[src/rtl/unstick_pkg.sv]
package unstick_pkg;

    typedef enum logic [2:0] {
        ST_IDLE  = 3'd0,
        ST_PRE   = 3'd1,
        ST_CHECK = 3'd2,
        ST_HIGH  = 3'd3,
        ST_LOW   = 3'd4,
        ST_TAIL  = 3'd5,
        ST_FIN   = 3'd6
    } phase_e;

    typedef struct packed {
        phase_e phase;
        logic   ok;
        logic   fail;
    } seq_state_t;

    function automatic logic phase_is_timed(phase_e p);
        return (p == ST_PRE) || (p == ST_HIGH) || (p == ST_LOW) || (p == ST_TAIL);
    endfunction

endpackage

[src/rtl/unstick_dwell_timer.sv]
module unstick_dwell_timer #(
    parameter int unsigned DWELL_CYCLES = 125000
) (
    input  logic clk,
    input  logic rst_n,
    input  logic run_i,
    output logic expired_o
);
    localparam int unsigned CW = (DWELL_CYCLES > 1) ? $clog2(DWELL_CYCLES) : 1;
    localparam logic [CW-1:0] LAST = CW'(DWELL_CYCLES - 1);

    logic [CW-1:0] cnt_d, cnt_q;
    logic          at_last;

    assign at_last   = (cnt_q == LAST);
    assign expired_o = run_i && at_last;

    always_comb begin
        cnt_d = cnt_q;
        if (!run_i || at_last) begin
            cnt_d = '0;
        end else begin
            cnt_d = cnt_q + 1'b1;
        end
    end

    always_ff @(posedge clk or negedge rst_n) begin
        if (!rst_n) begin
            cnt_q <= '0;
        end else begin
            cnt_q <= cnt_d;
        end
    end
endmodule

[src/rtl/unstick_pulse_counter.sv]
module unstick_pulse_counter #(
    parameter int unsigned MAX_PULSES = 10
) (
    input  logic clk,
    input  logic rst_n,
    input  logic clr_i,
    input  logic inc_i,
    output logic at_limit_o
);
    localparam int unsigned PW = $clog2(MAX_PULSES + 1);
    localparam logic [PW-1:0] LIMIT = PW'(MAX_PULSES);

    logic [PW-1:0] cnt_d, cnt_q;

    assign at_limit_o = (cnt_q == LIMIT);

    always_comb begin
        cnt_d = cnt_q;
        if (clr_i) begin
            cnt_d = '0;
        end else if (inc_i && !at_limit_o) begin
            cnt_d = cnt_q + 1'b1;
        end
    end

    always_ff @(posedge clk or negedge rst_n) begin
        if (!rst_n) begin
            cnt_q <= '0;
        end else begin
            cnt_q <= cnt_d;
        end
    end
endmodule

[src/rtl/unstick_fsm.sv]
module unstick_fsm
    import unstick_pkg::*;
(
    input  logic clk,
    input  logic rst_n,
    input  logic start_i,
    input  logic busy_i,
    input  logic sda_i,
    input  logic expired_i,
    input  logic at_limit_i,
    output logic timer_run_o,
    output logic cnt_clr_o,
    output logic cnt_inc_o,
    output logic scl_oe_o,
    output logic pin_sel_o,
    output logic done_o,
    output logic ok_o,
    output logic fail_o
);
    seq_state_t st_d, st_q;

    always_comb begin
        st_d      = st_q;
        cnt_clr_o = 1'b0;
        cnt_inc_o = 1'b0;
        unique case (st_q.phase)
            ST_IDLE: begin
                if (start_i) begin
                    st_d.ok   = 1'b0;
                    st_d.fail = 1'b0;
                    cnt_clr_o = 1'b1;
                    if (busy_i || !sda_i) begin
                        st_d.phase = ST_PRE;
                    end else begin
                        st_d.phase = ST_FIN;
                        st_d.ok    = 1'b1;
                    end
                end
            end
            ST_PRE: begin
                if (expired_i) st_d.phase = ST_CHECK;
            end
            ST_CHECK: begin
                if (sda_i) begin
                    st_d.phase = ST_TAIL;
                    st_d.ok    = 1'b1;
                end else if (at_limit_i) begin
                    st_d.phase = ST_TAIL;
                    st_d.fail  = 1'b1;
                end else begin
                    st_d.phase = ST_HIGH;
                end
            end
            ST_HIGH: begin
                if (expired_i) begin
                    st_d.phase = ST_LOW;
                    cnt_inc_o  = 1'b1;
                end
            end
            ST_LOW: begin
                if (expired_i) st_d.phase = ST_CHECK;
            end
            ST_TAIL: begin
                if (expired_i) st_d.phase = ST_FIN;
            end
            ST_FIN: begin
                st_d.phase = ST_IDLE;
            end
            default: begin
                st_d.phase = ST_IDLE;
            end
        endcase
    end

    always_ff @(posedge clk or negedge rst_n) begin
        if (!rst_n) begin
            st_q <= '{phase: ST_IDLE, ok: 1'b0, fail: 1'b0};
        end else begin
            st_q <= st_d;
        end
    end

    assign timer_run_o = phase_is_timed(st_q.phase);
    assign pin_sel_o   = (st_q.phase != ST_IDLE) && (st_q.phase != ST_FIN);
    assign scl_oe_o    = (st_q.phase == ST_PRE) || (st_q.phase == ST_CHECK) ||
                         (st_q.phase == ST_LOW);
    assign done_o      = (st_q.phase == ST_FIN);
    assign ok_o        = st_q.ok;
    assign fail_o      = st_q.fail;
endmodule

[src/rtl/bus_unstick_seq.sv]
module bus_unstick_seq #(
    parameter int unsigned DWELL_CYCLES = 125000,
    parameter int unsigned MAX_PULSES   = 10
) (
    input  logic clk,
    input  logic rst_n,
    input  logic start_i,
    input  logic busy_i,
    input  logic sda_i,
    output logic scl_oe_o,
    output logic pin_sel_o,
    output logic done_o,
    output logic ok_o,
    output logic fail_o
);
    logic timer_run, expired, cnt_clr, cnt_inc, at_limit;

    unstick_dwell_timer #(.DWELL_CYCLES(DWELL_CYCLES)) u_timer (
        .clk       (clk),
        .rst_n     (rst_n),
        .run_i     (timer_run),
        .expired_o (expired)
    );

    unstick_pulse_counter #(.MAX_PULSES(MAX_PULSES)) u_pulses (
        .clk        (clk),
        .rst_n      (rst_n),
        .clr_i      (cnt_clr),
        .inc_i      (cnt_inc),
        .at_limit_o (at_limit)
    );

    unstick_fsm u_fsm (
        .clk         (clk),
        .rst_n       (rst_n),
        .start_i     (start_i),
        .busy_i      (busy_i),
        .sda_i       (sda_i),
        .expired_i   (expired),
        .at_limit_i  (at_limit),
        .timer_run_o (timer_run),
        .cnt_clr_o   (cnt_clr),
        .cnt_inc_o   (cnt_inc),
        .scl_oe_o    (scl_oe_o),
        .pin_sel_o   (pin_sel_o),
        .done_o      (done_o),
        .ok_o        (ok_o),
        .fail_o      (fail_o)
    );
endmodule

[config.mk]
export PLATFORM = sky130hd
export DESIGN_NAME = bus_unstick_seq
export DESIGN_NICKNAME = d
export VERILOG_FILES = /design/src/rtl/unstick_pkg.sv /design/src/rtl/unstick_dwell_timer.sv /design/src/rtl/unstick_pulse_counter.sv /design/src/rtl/unstick_fsm.sv /design/src/rtl/bus_unstick_seq.sv
export SDC_FILE = /design/constraint.sdc
export NUM_CORES = 1
export LEC_CHECK = 0
export BUFFER_PORTS_ARGS = -buffer_cell sky130_fd_sc_hd__buf_4
export CORE_MARGIN = 2
export CORE_UTILIZATION = 55
export CTS_CLUSTER_DIAMETER = 120
export DETAILED_ROUTE_END_ITERATION = 7
export MAX_ROUTING_LAYER = met4
export PLACE_DENSITY = 0.74
export SLEW_MARGIN = 25
export SYNTH_ARGS = -nofsm -noshare
export SYNTH_HDL_FRONTEND = slang
export SYNTH_SLANG_ARGS = --single-unit
[constraint.sdc]
create_clock -name clk -period 4 [get_ports clk]
set_clock_uncertainty 0.05 [all_clocks]
set_input_delay 0.4 -clock clk [delete_from_list [all_inputs] [get_ports clk]]
set_output_delay 0.4 -clock clk [all_outputs]
set_load 0.05 [all_outputs]
After elaboration in Yosys (flattened, before gate mapping)
Cells that the tools add are included.
Cells by class
  equal/unequal tests: 16
  muxes and demuxes: 20
  bitwise gates (word level): 0
  magnitude comparators: 0
  divide/modulo/power cells: 0
  reduce and logical (&&, ||, !) cells: 21
  shifts and indexed selects: 0
  multiply operators: 0
  add/subtract/negate cells: 2
Operators by type and width (count)
  $mux 3: 6
  $add 17x1->17 const B: 1
  $eq 17x17->1 const B: 1
  $mux 17: 1
  $pmux 3 s5: 1
  $ne 2x2->1 const B: 6
  $eq 3x3->1 const B: 3
  $mux 1: 8
  $mux 4: 2
  $reduce_and 4->1: 2
  $logic_or 1x1->1: 7
  $eq 3x2->1 const B: 2
  $mux 5: 1
  $add 4x1->4 const B: 1
  $eq 4x4->1 const B: 1
  $pmux 2 s2: 1
  $reduce_bool 2->1: 2
  $eq 3x1->1 const B: 1
  $logic_and 1x1->1: 3
  $logic_not 1->1: 3
  $logic_not 3->1: 1
  $ne 3x3->1 const B: 1
  $reduce_and 3->1: 1
  $reduce_bool 3->1: 1
  2 further kinds: 2
Word-level totals
  RAM bits: 0
  flip-flop bits (word level): 26
  ROM bits: 0
  input port bits: 5
  memories: 0
  logic and storage cells: 64
  latch bits: 0
  output and inout bits: 5

Depth between registers and ports, before layout
Gate-level depths: netlist of run 1.
  depth after elaboration: 10
  mapped depth: 7
  depth with buffers taken out: 6

By module
From an unflattened synthesis of run 1, not the netlist that was laid out.
Unflattened totals
  cells, all modules: 159
  area total of the unflattened synthesis: 1510.2 um^2
By module, submodules not included
  unstick_dwell_timer: cells each 89, instances 1, area each 864.6 um^2, seq. area each 425.4 um^2
  unstick_fsm: cells each 47, instances 1, area each 414.1 um^2, seq. area each 125.1 um^2
  unstick_pulse_counter: cells each 23, instances 1, area each 231.5 um^2, seq. area each 100.1 um^2

Least setup slack after synthesis of run 1
Ideal clock, no wire load.
  kind: reg2out
  start: reg u_fsm.st_q[2] (netlist bit)
  end: out scl_oe_o
  arrival time: 2.332 ns
  path buffers: 1
  cell stages (with the launch flop): 5
  data required time: 3.550 ns
  slack: 1.218 ns
  path through: dfrtp_1 > clkbuf_1 > inv_1 > nand3_1 > a21boi_0
On the way
  cells in the longest elaborated chain, start to end: 3
  elaborated cells on any way between the ends: 5
  classes of those cells: eq/ne: 3; reduce/logical: 2
RTL lines
  from (decl): RTL line unstick_fsm.sv:20  | seq_state_t st_d, st_q;
  from (signal assigned): RTL line unstick_fsm.sv:77  | st_q <= '{phase: ST_IDLE, ok: 1'b0, fail: 1'b0};
  from (signal assigned): RTL line unstick_fsm.sv:79  | st_q <= st_d;
  $eq 3x1->1 / $eq 3x2->1 (equally long branches): RTL line unstick_fsm.sv:85  | assign scl_oe_o = (st_q.phase == ST_PRE) || (st_q.phase == ST_CHECK) ||
  $logic_or 1x1->1: RTL line unstick_fsm.sv:85
  $logic_or 1x1->1 (*): RTL line unstick_fsm.sv:85
  to (decl): RTL line bus_unstick_seq.sv:10  | output logic scl_oe_o,
Every way passes the cells marked *; elsewhere a longest branch is shown, timed or not.

Final worst setup path of run 1
  start: reg u_timer.cnt_q[0]
  end: reg u_pulses.cnt_q[3]
On the way
  cells in the longest elaborated chain, start to end: 6
RTL lines
  from (decl): RTL line unstick_dwell_timer.sv:12  | logic [CW-1:0] cnt_d, cnt_q;
  from (signal assigned): RTL line unstick_dwell_timer.sv:31  | cnt_q <= cnt_d;
  $eq 17x17->1: RTL line unstick_dwell_timer.sv:15  | assign at_last = (cnt_q == LAST);
  $logic_and 1x1->1: RTL line unstick_dwell_timer.sv:16  | assign expired_o = run_i && at_last;
  $mux 1: RTL line unstick_fsm.sv:55  | if (expired_i) begin
  $mux 1: RTL line unstick_fsm.sv:26  | unique case (st_q.phase)
  $logic_and 1x1->1: RTL line unstick_pulse_counter.sv:21  | end else if (inc_i && !at_limit_o) begin
  $reduce_bool 2->1 (no source line)
  to (signal assigned): RTL line unstick_pulse_counter.sv:30  | cnt_q <= cnt_d;
  to (decl): RTL line unstick_pulse_counter.sv:13  | logic [PW-1:0] cnt_d, cnt_q;
Every way passes these cells.
A chain may end at the register's enable or synchronous reset.

==> results of run 1 <==
==> power breakdown <==
part / leakage (nW) / internal [mW] / switching [mW] / total [mW]
combinational: 0.284 / 0.133 / 0.231 / 0.364
sequential: 0.336 / 0.327 / 0.0891 / 0.416
clock: 0.0279 / 0.101 / 0.0792 / 0.181
total: 0.648 / 0.561 / 0.399 / 0.960
==> worst paths after layout <==
| kind | from | end | slack [ns] |
|---|---|---|---|
| min in group asynchronous | rst_n | u_fsm.ok_o | 0.44 |
| worst min-delay path | sda_i | u_fsm.ok_o | 0.29 |
| worst max-delay path | u_timer.cnt_q[0] | u_pulses.cnt_q[3] | 1.78 |
| worst min register to register | u_timer.cnt_q[0] | u_timer.cnt_q[0] | 0.42 |
| worst max register to register | u_timer.cnt_q[0] | u_pulses.cnt_q[3] | 1.78 |
| max in group asynchronous | rst_n | u_timer.cnt_q[13] | 3.21 |
==> routing by layer <==
layer	routed length, um	GRT usage, %	vias up
met4	46	11.0	0
met3	113	3.23	4
li1	-	-	575
met5	0	-	-
met1	1220	27.8	572
met2	1480	39.1	28
==> cell type report <==
class | count | area, um2
Tap cell | 30 | 37.5
Clock buffer | 3 | 22.5
Clock inverter | 1 | 30.0
Timing Repair Buffer | 10 | 77.6
Inverter | 8 | 30.0
Sequential cell | 26 | 651
Fill cell | 229 | 893
Multi-Input combinational cell | 118 | 736
==> cell families (layout without fill, tap and decap cells) <==
kind of cell | after synthesis | count (layout) | synth area share (%)
mux | 1 | 1 | 0.783
xor+xnor | 15 | 15 | 9.13
simple gates | 75 | 75 | 28.3
fa+ha+maj | 3 | 3 | 2.61
compound gates | 24 | 24 | 10.3
flops | 26 | 26 | 45.2
buf+inv | 13 | 22 | 3.65
==> critical path, cell delays in order (launching register included) <==
cell      delay (ns)
dfrtp_1         0.40
ha_1            0.24
nand4_1         0.15
nand4b_1        0.52
or4_1           0.64
a21oi_1         0.15
==> synth_stat cells (all sizes together), types with 2 or more instances <==
| cell type | instances |
|---|---|
| dfrtp | 26 |
| xnor2 | 13 |
| o31ai | 2 |
| buf | 3 |
| nor4 | 7 |
| ha | 3 |
| nor2 | 22 |
| inv | 8 |
| or3 | 2 |
| nor4b | 2 |
| nand3b | 2 |
| clkbuf | 2 |
| a21oi | 8 |
| nand2b | 2 |
| nand3 | 7 |
| a31oi | 2 |
| xor2 | 2 |
| or4 | 2 |
| nand2 | 13 |
| nor3 | 4 |
| o21ai | 6 |
| nand4 | 5 |
==> state kept, by name (all words and copies together), names as in the netlist <==
name	flops
u_fsm.ok_o	1
u_fsm.st_q	3
u_pulses.cnt_q	4
u_timer.cnt_q	17
u_fsm.fail_o	1
==> metrics by stage <==
step	util (%)	hold slack, ns	area [um2]
floorplan	-	0.0544	1440
global placement	61.4	0.274	1520
detailed placement	61.4	0.273	1520
CTS	63.9	0.289	1580
global route	63.9	0.288	1580
finish	63.9	0.293	1580
==> timing repair <==
action,CTS,global route
hold endpoints to repair,26,0
gates resized for setup,0,0
hold buffers,1,0
==> results by group, run 1 <==
Outcome
  – Status: finished, final reports clean

Power and ir drop
  – Leak pwr: 0.648 nW
  – Pwr Total: 0.960 mW
  – Power per cell area: 606 nW/um2
  – Peak supply drop: 521 uV

Worst setup path
  – Worst Path Required: 4.21 ns
  – R2r worst-path depth: 5
  – Kind of critical path: reg -> reg
  – Critical path fanouts, max: 12
  – Arrival time worst endpoint: 2.43 ns
  – Worst setup SP type: flop
  – CP endpoint kind: flop

Logic synthesis
  – Synth warn: 0
  – EDFF count, synth: 0
  – Syn avg cell area: 9.16 um2
  – Gate Count Post-Synth: 157
  – Synthesized cell area: 1440 um2
  – Mapped Nets: 165
  – Post-synthesis sequential area ratio: 45.2%
  – Post-synth cell types: 36
  – Predominant post-synthesis flop cell: dfrtp_1
  – Yosys reg bits: 26
  – Biggest area consumer among synthesized cells: dfrtp_1
  – Most area-consuming cells after synthesis: dfrtp_1, xnor2_1, nor2_1
  – Post-synth top area share: 45.2%
  – Synth async-reset ratio: 100%

Place
  – HPWL Detailed: 1.99 mm
  – Post-place setup slack: 1.85 ns
  – PortBufs: 9
  – RD Place Congestion: 0.854
  – Placed Cells: 191

Routing
  – Final WL: 2.86 mm
  – Drt initial violations: 23
  – Per-cell routed wire length: 14.6 um
  – Final ANT Viol Nets: 0
  – Vias: 1179
  – Vias per inst: 6.02
  – DRC Markers: 0
  – DR pass1 iterations: 4

STA
  – Worst setup slack after layout: 1.78 ns
  – FMAX: 450 MHz
  – Rel. slew slack: 51.9%
  – Period utilisation layout: 55.6%
  – RSZ-0062 raised after global routing: false
  – Setup-failing EPs final: 0
  – Fin. max-slew vios: 0
  – Final Hold Viols: 0
  – Worst slew pin tran: 0.719 ns
  – Total negative slack: 0 ns
  – Final worst path period need: 2.22 ns

Finish
  – Ratio of cells with drive above 1 in the final layout: 10.8%
  – Area Overhead vs Synth: 10.1%
  – N_diodes: 0
  – Most frequent cells in the layout: dfrtp_1, nor2_1, nand2_1, xnor2_1, buf_4
  – Most common cell after layout, fill and taps aside: dfrtp_1
  – Layout Nets: 175
  – Post-route insts no fill: 196

Global route
  – Total track usage: 23.3%
  – Largest net degree at the start of global routing: 27
  – Wire length of the first global-routing pass: 4.79 mm
  – Overflow after GRT: 0
  – Initial antenna violation count: 0
  – Vias in the first global route: 1091

Die
  – Die area: 3040 um2
  – Num ports: 10
  – Initial Util: 58.1%
  – Die span in y: 55.2 um
  – Core ar.: 2480 um2
  – Row count: 18
  – Die Wd: 55.2 um

Clocking
  – Clock latency on the worst-skew pair: 0.33 ns
  – Postcts setup bufs: 0
  – Htree depth: 1
  – Clock transition at path regs: 0.15 ns
  – CTS tree: built
  – Clock Sinks: 26
  – Total CTS buffers: 3
  – CTS Root Cell: clkbuf_4
  – Max clock buf depth: 2

Hold path
  – Hold Crit Depth: 3
  – Worst Hold Class: in -> reg

Job
  – MaxCap Viol Count: 0
Power figures use the tool's default switching activity.
==> run 2: changes to the inputs <==
==> constraint.sdc (replaced) <==
create_clock -name clk -period 2.3 [get_ports clk]
set_clock_uncertainty 0.05 [all_clocks]
set_input_delay 0.23 -clock clk [delete_from_list [all_inputs] [get_ports clk]]
set_output_delay 0.23 -clock clk [all_outputs]
set_load 0.05 [all_outputs]
==> run 2 against run 1 <==
Net effect: cell count unchanged; register-to-register slack lost 1.5 ns; critical path depth is 1 higher; count of clock-buffer cells in the layout is the same; utilization shrank 0.91 points; final area shrank 1.4%; die area unchanged; combinational power rose by 76%; wire length down 0.80%; worst hold slack got worse by 0.17 ns; maximum frequency grew 10%.
==> results by group, run 2 (same netlist as run 1, synthesis figures left out) <==
Die
  – Core ar.: 2480 um2
  – Die area: 3040 um2
  – Die span in y: 55.2 um
  – Num ports: 10
  – Die Wd: 55.2 um
  – Row count: 18
  – Initial Util: 58.1%

Job
  – MaxCap Viol Count: 0

Worst setup path
  – Critical path fanouts, max: 9
  – CP endpoint kind: flop
  – Arrival time worst endpoint: 2.21 ns
  – Worst setup SP type: flop
  – FF-to-FF End: u_fsm.st_q[3]
  – R2r setup slk: 0.29 ns
  – Kind of critical path: reg -> reg
  – R2R Path Start: u_timer.cnt_q[0]
  – Worst Path Required: 2.49 ns
  – R2r worst-path depth: 6

Routing
  – DRC Markers: 0
  – DR pass1 iterations: 4
  – Drt initial violations: 47
  – Final WL: 2.84 mm
  – Per-cell routed wire length: 14.5 um
  – Final ANT Viol Nets: 0
  – Vias per inst: 6.00
  – Vias: 1176

STA
  – Final Hold Viols: 0
  – Rel. slew slack: 51.7%
  – Final worst path period need: 2.01 ns
  – RSZ-0062 raised after global routing: false
  – Setup-failing EPs final: 0
  – Total negative slack: 0 ns
  – Fin. max-slew vios: 0
  – Worst slew pin tran: 0.723 ns
  – Period utilisation layout: 87.5%
  – FMAX: 497 MHz

Finish
  – Final core area utilization: 63.0%
  – Largest registers: u_timer.cnt_q (17), u_pulses.cnt_q (4), u_fsm.st_q (3)
  – Layout Nets: 176
  – N_diodes: 0
  – Most common cell after layout, fill and taps aside: dfrtp_1
  – Most frequent cells in the layout: dfrtp_1, nor2_1, nand2_1, xnor2_1, buf_4
  – Ratio of cells with drive above 1 in the final layout: 10.8%
  – Area Overhead vs Synth: 8.52%
  – Largest Register: u_timer.cnt_q
  – Max FFs per register: 17
  – Fill count: 214

Clocking
  – Htree depth: 1
  – Clock Sinks: 26
  – Clock latency on the worst-skew pair: 0.32 ns
  – Total CTS buffers: 3
  – CTS tree: built
  – Postcts setup bufs: 0
  – CTS Root Cell: clkbuf_4
  – Max clock buf depth: 2
  – Clock transition at path regs: 0.14 ns

Power and ir drop
  – Peak supply drop: 721 uV
  – Leak pwr: 0.639 nW
  – Power per cell area: 997 nW/um2
  – Pwr Total: 1.56 mW

Hold path
  – Worst Hold Class: in -> reg
  – Hold Crit Endpoint: u_fsm.ok_o
  – Min-Delay Startpoint: sda_i
  – Hold Crit Depth: 3

Global route
  – Largest net degree at the start of global routing: 27
  – Wire length of the first global-routing pass: 4.67 mm
  – Total track usage: 22.0%
  – Vias in the first global route: 1087
  – Overflow after GRT: 0
  – Initial antenna violation count: 0

Place
  – HPWL Detailed: 2.01 mm
  – PortBufs: 9
  – RD Place Congestion: 0.830

Outcome
  – Status: finished, final reports clean
[run 2: per-stage QoR]
step	cells	setup WS, ns	hold slack, ns	area (um2)
2_1_floorplan	157	0.0365	-0.116	1440
3_5_place_dp	192	0.309	0.109	1530
4_1_cts	196	0.296	0.123	1560
3_3_place_gp	192	0.404	0.103	1530
5_1_grt	196	0.105	0.117	1560
6_report	196	0.287	0.128	1560
[run 2: how the worst max path moves through the flow]
stage | from | slack [ns] | end | depth (start not counted)
final | u_timer.cnt_q[0] | 0.29 | u_fsm.st_q[3] | 6
after floorplan | u_fsm.st_q[2] | 0.04 | scl_oe_o | 4
after global placement | u_timer.cnt_q[0] | 0.40 | u_fsm.st_q[3] | 6
after global routing | u_timer.cnt_q[0] | 0.10 | u_timer.cnt_q[3] | 6
after CTS | u_timer.cnt_q[0] | 0.30 | u_fsm.st_q[3] | 6
after detailed placement | u_timer.cnt_q[0] | 0.31 | u_timer.cnt_q[3] | 6
[run 2: critical path, cell delays in order, from the launching register on]
cell and delay, ns:
dfrtp_1 0.40, ha_1 0.24, nand4_1 0.16, nand4b_1 0.37, buf_4 0.26, mux2_1 0.31
o22ai_1 0.16
[run 2: timing repair]
item,4_1_cts,5_1_grt
hold buffers,1,0
hold endpoints to repair,26,0
gates resized for setup,0,0
[run 2: metal layers]
| layer | vias up | track usage (%) | share of wire, % |
|---|---|---|---|
| met2 | 31 | 37.5 | 51 |
| li1 | 573 | - | - |
| met1 | 568 | 26.7 | 45 |
| met4 | 0 | 7.32 | 0.70 |
| met5 | - | - | 0 |
| met3 | 4 | 3.49 | 3.7 |
[run 2: area by class of cell]
class	instances	area [um2]	share of cell area [%]
flip-flops and latches	26	651	41.7
repair buffers	11	85.1	5.45
well taps	30	37.5	2.40
clock buffers	3	22.5	1.44
inverters	8	30.0	1.92
multi-input cells	118	736	47.1
[run 2: where the power goes]
group	internal (mW)	switching, mW	total [mW]
combinational	0.233	0.406	0.639
clock	0.0614	0.134	0.195
sequential	0.568	0.154	0.723
total	0.862	0.694	1.56
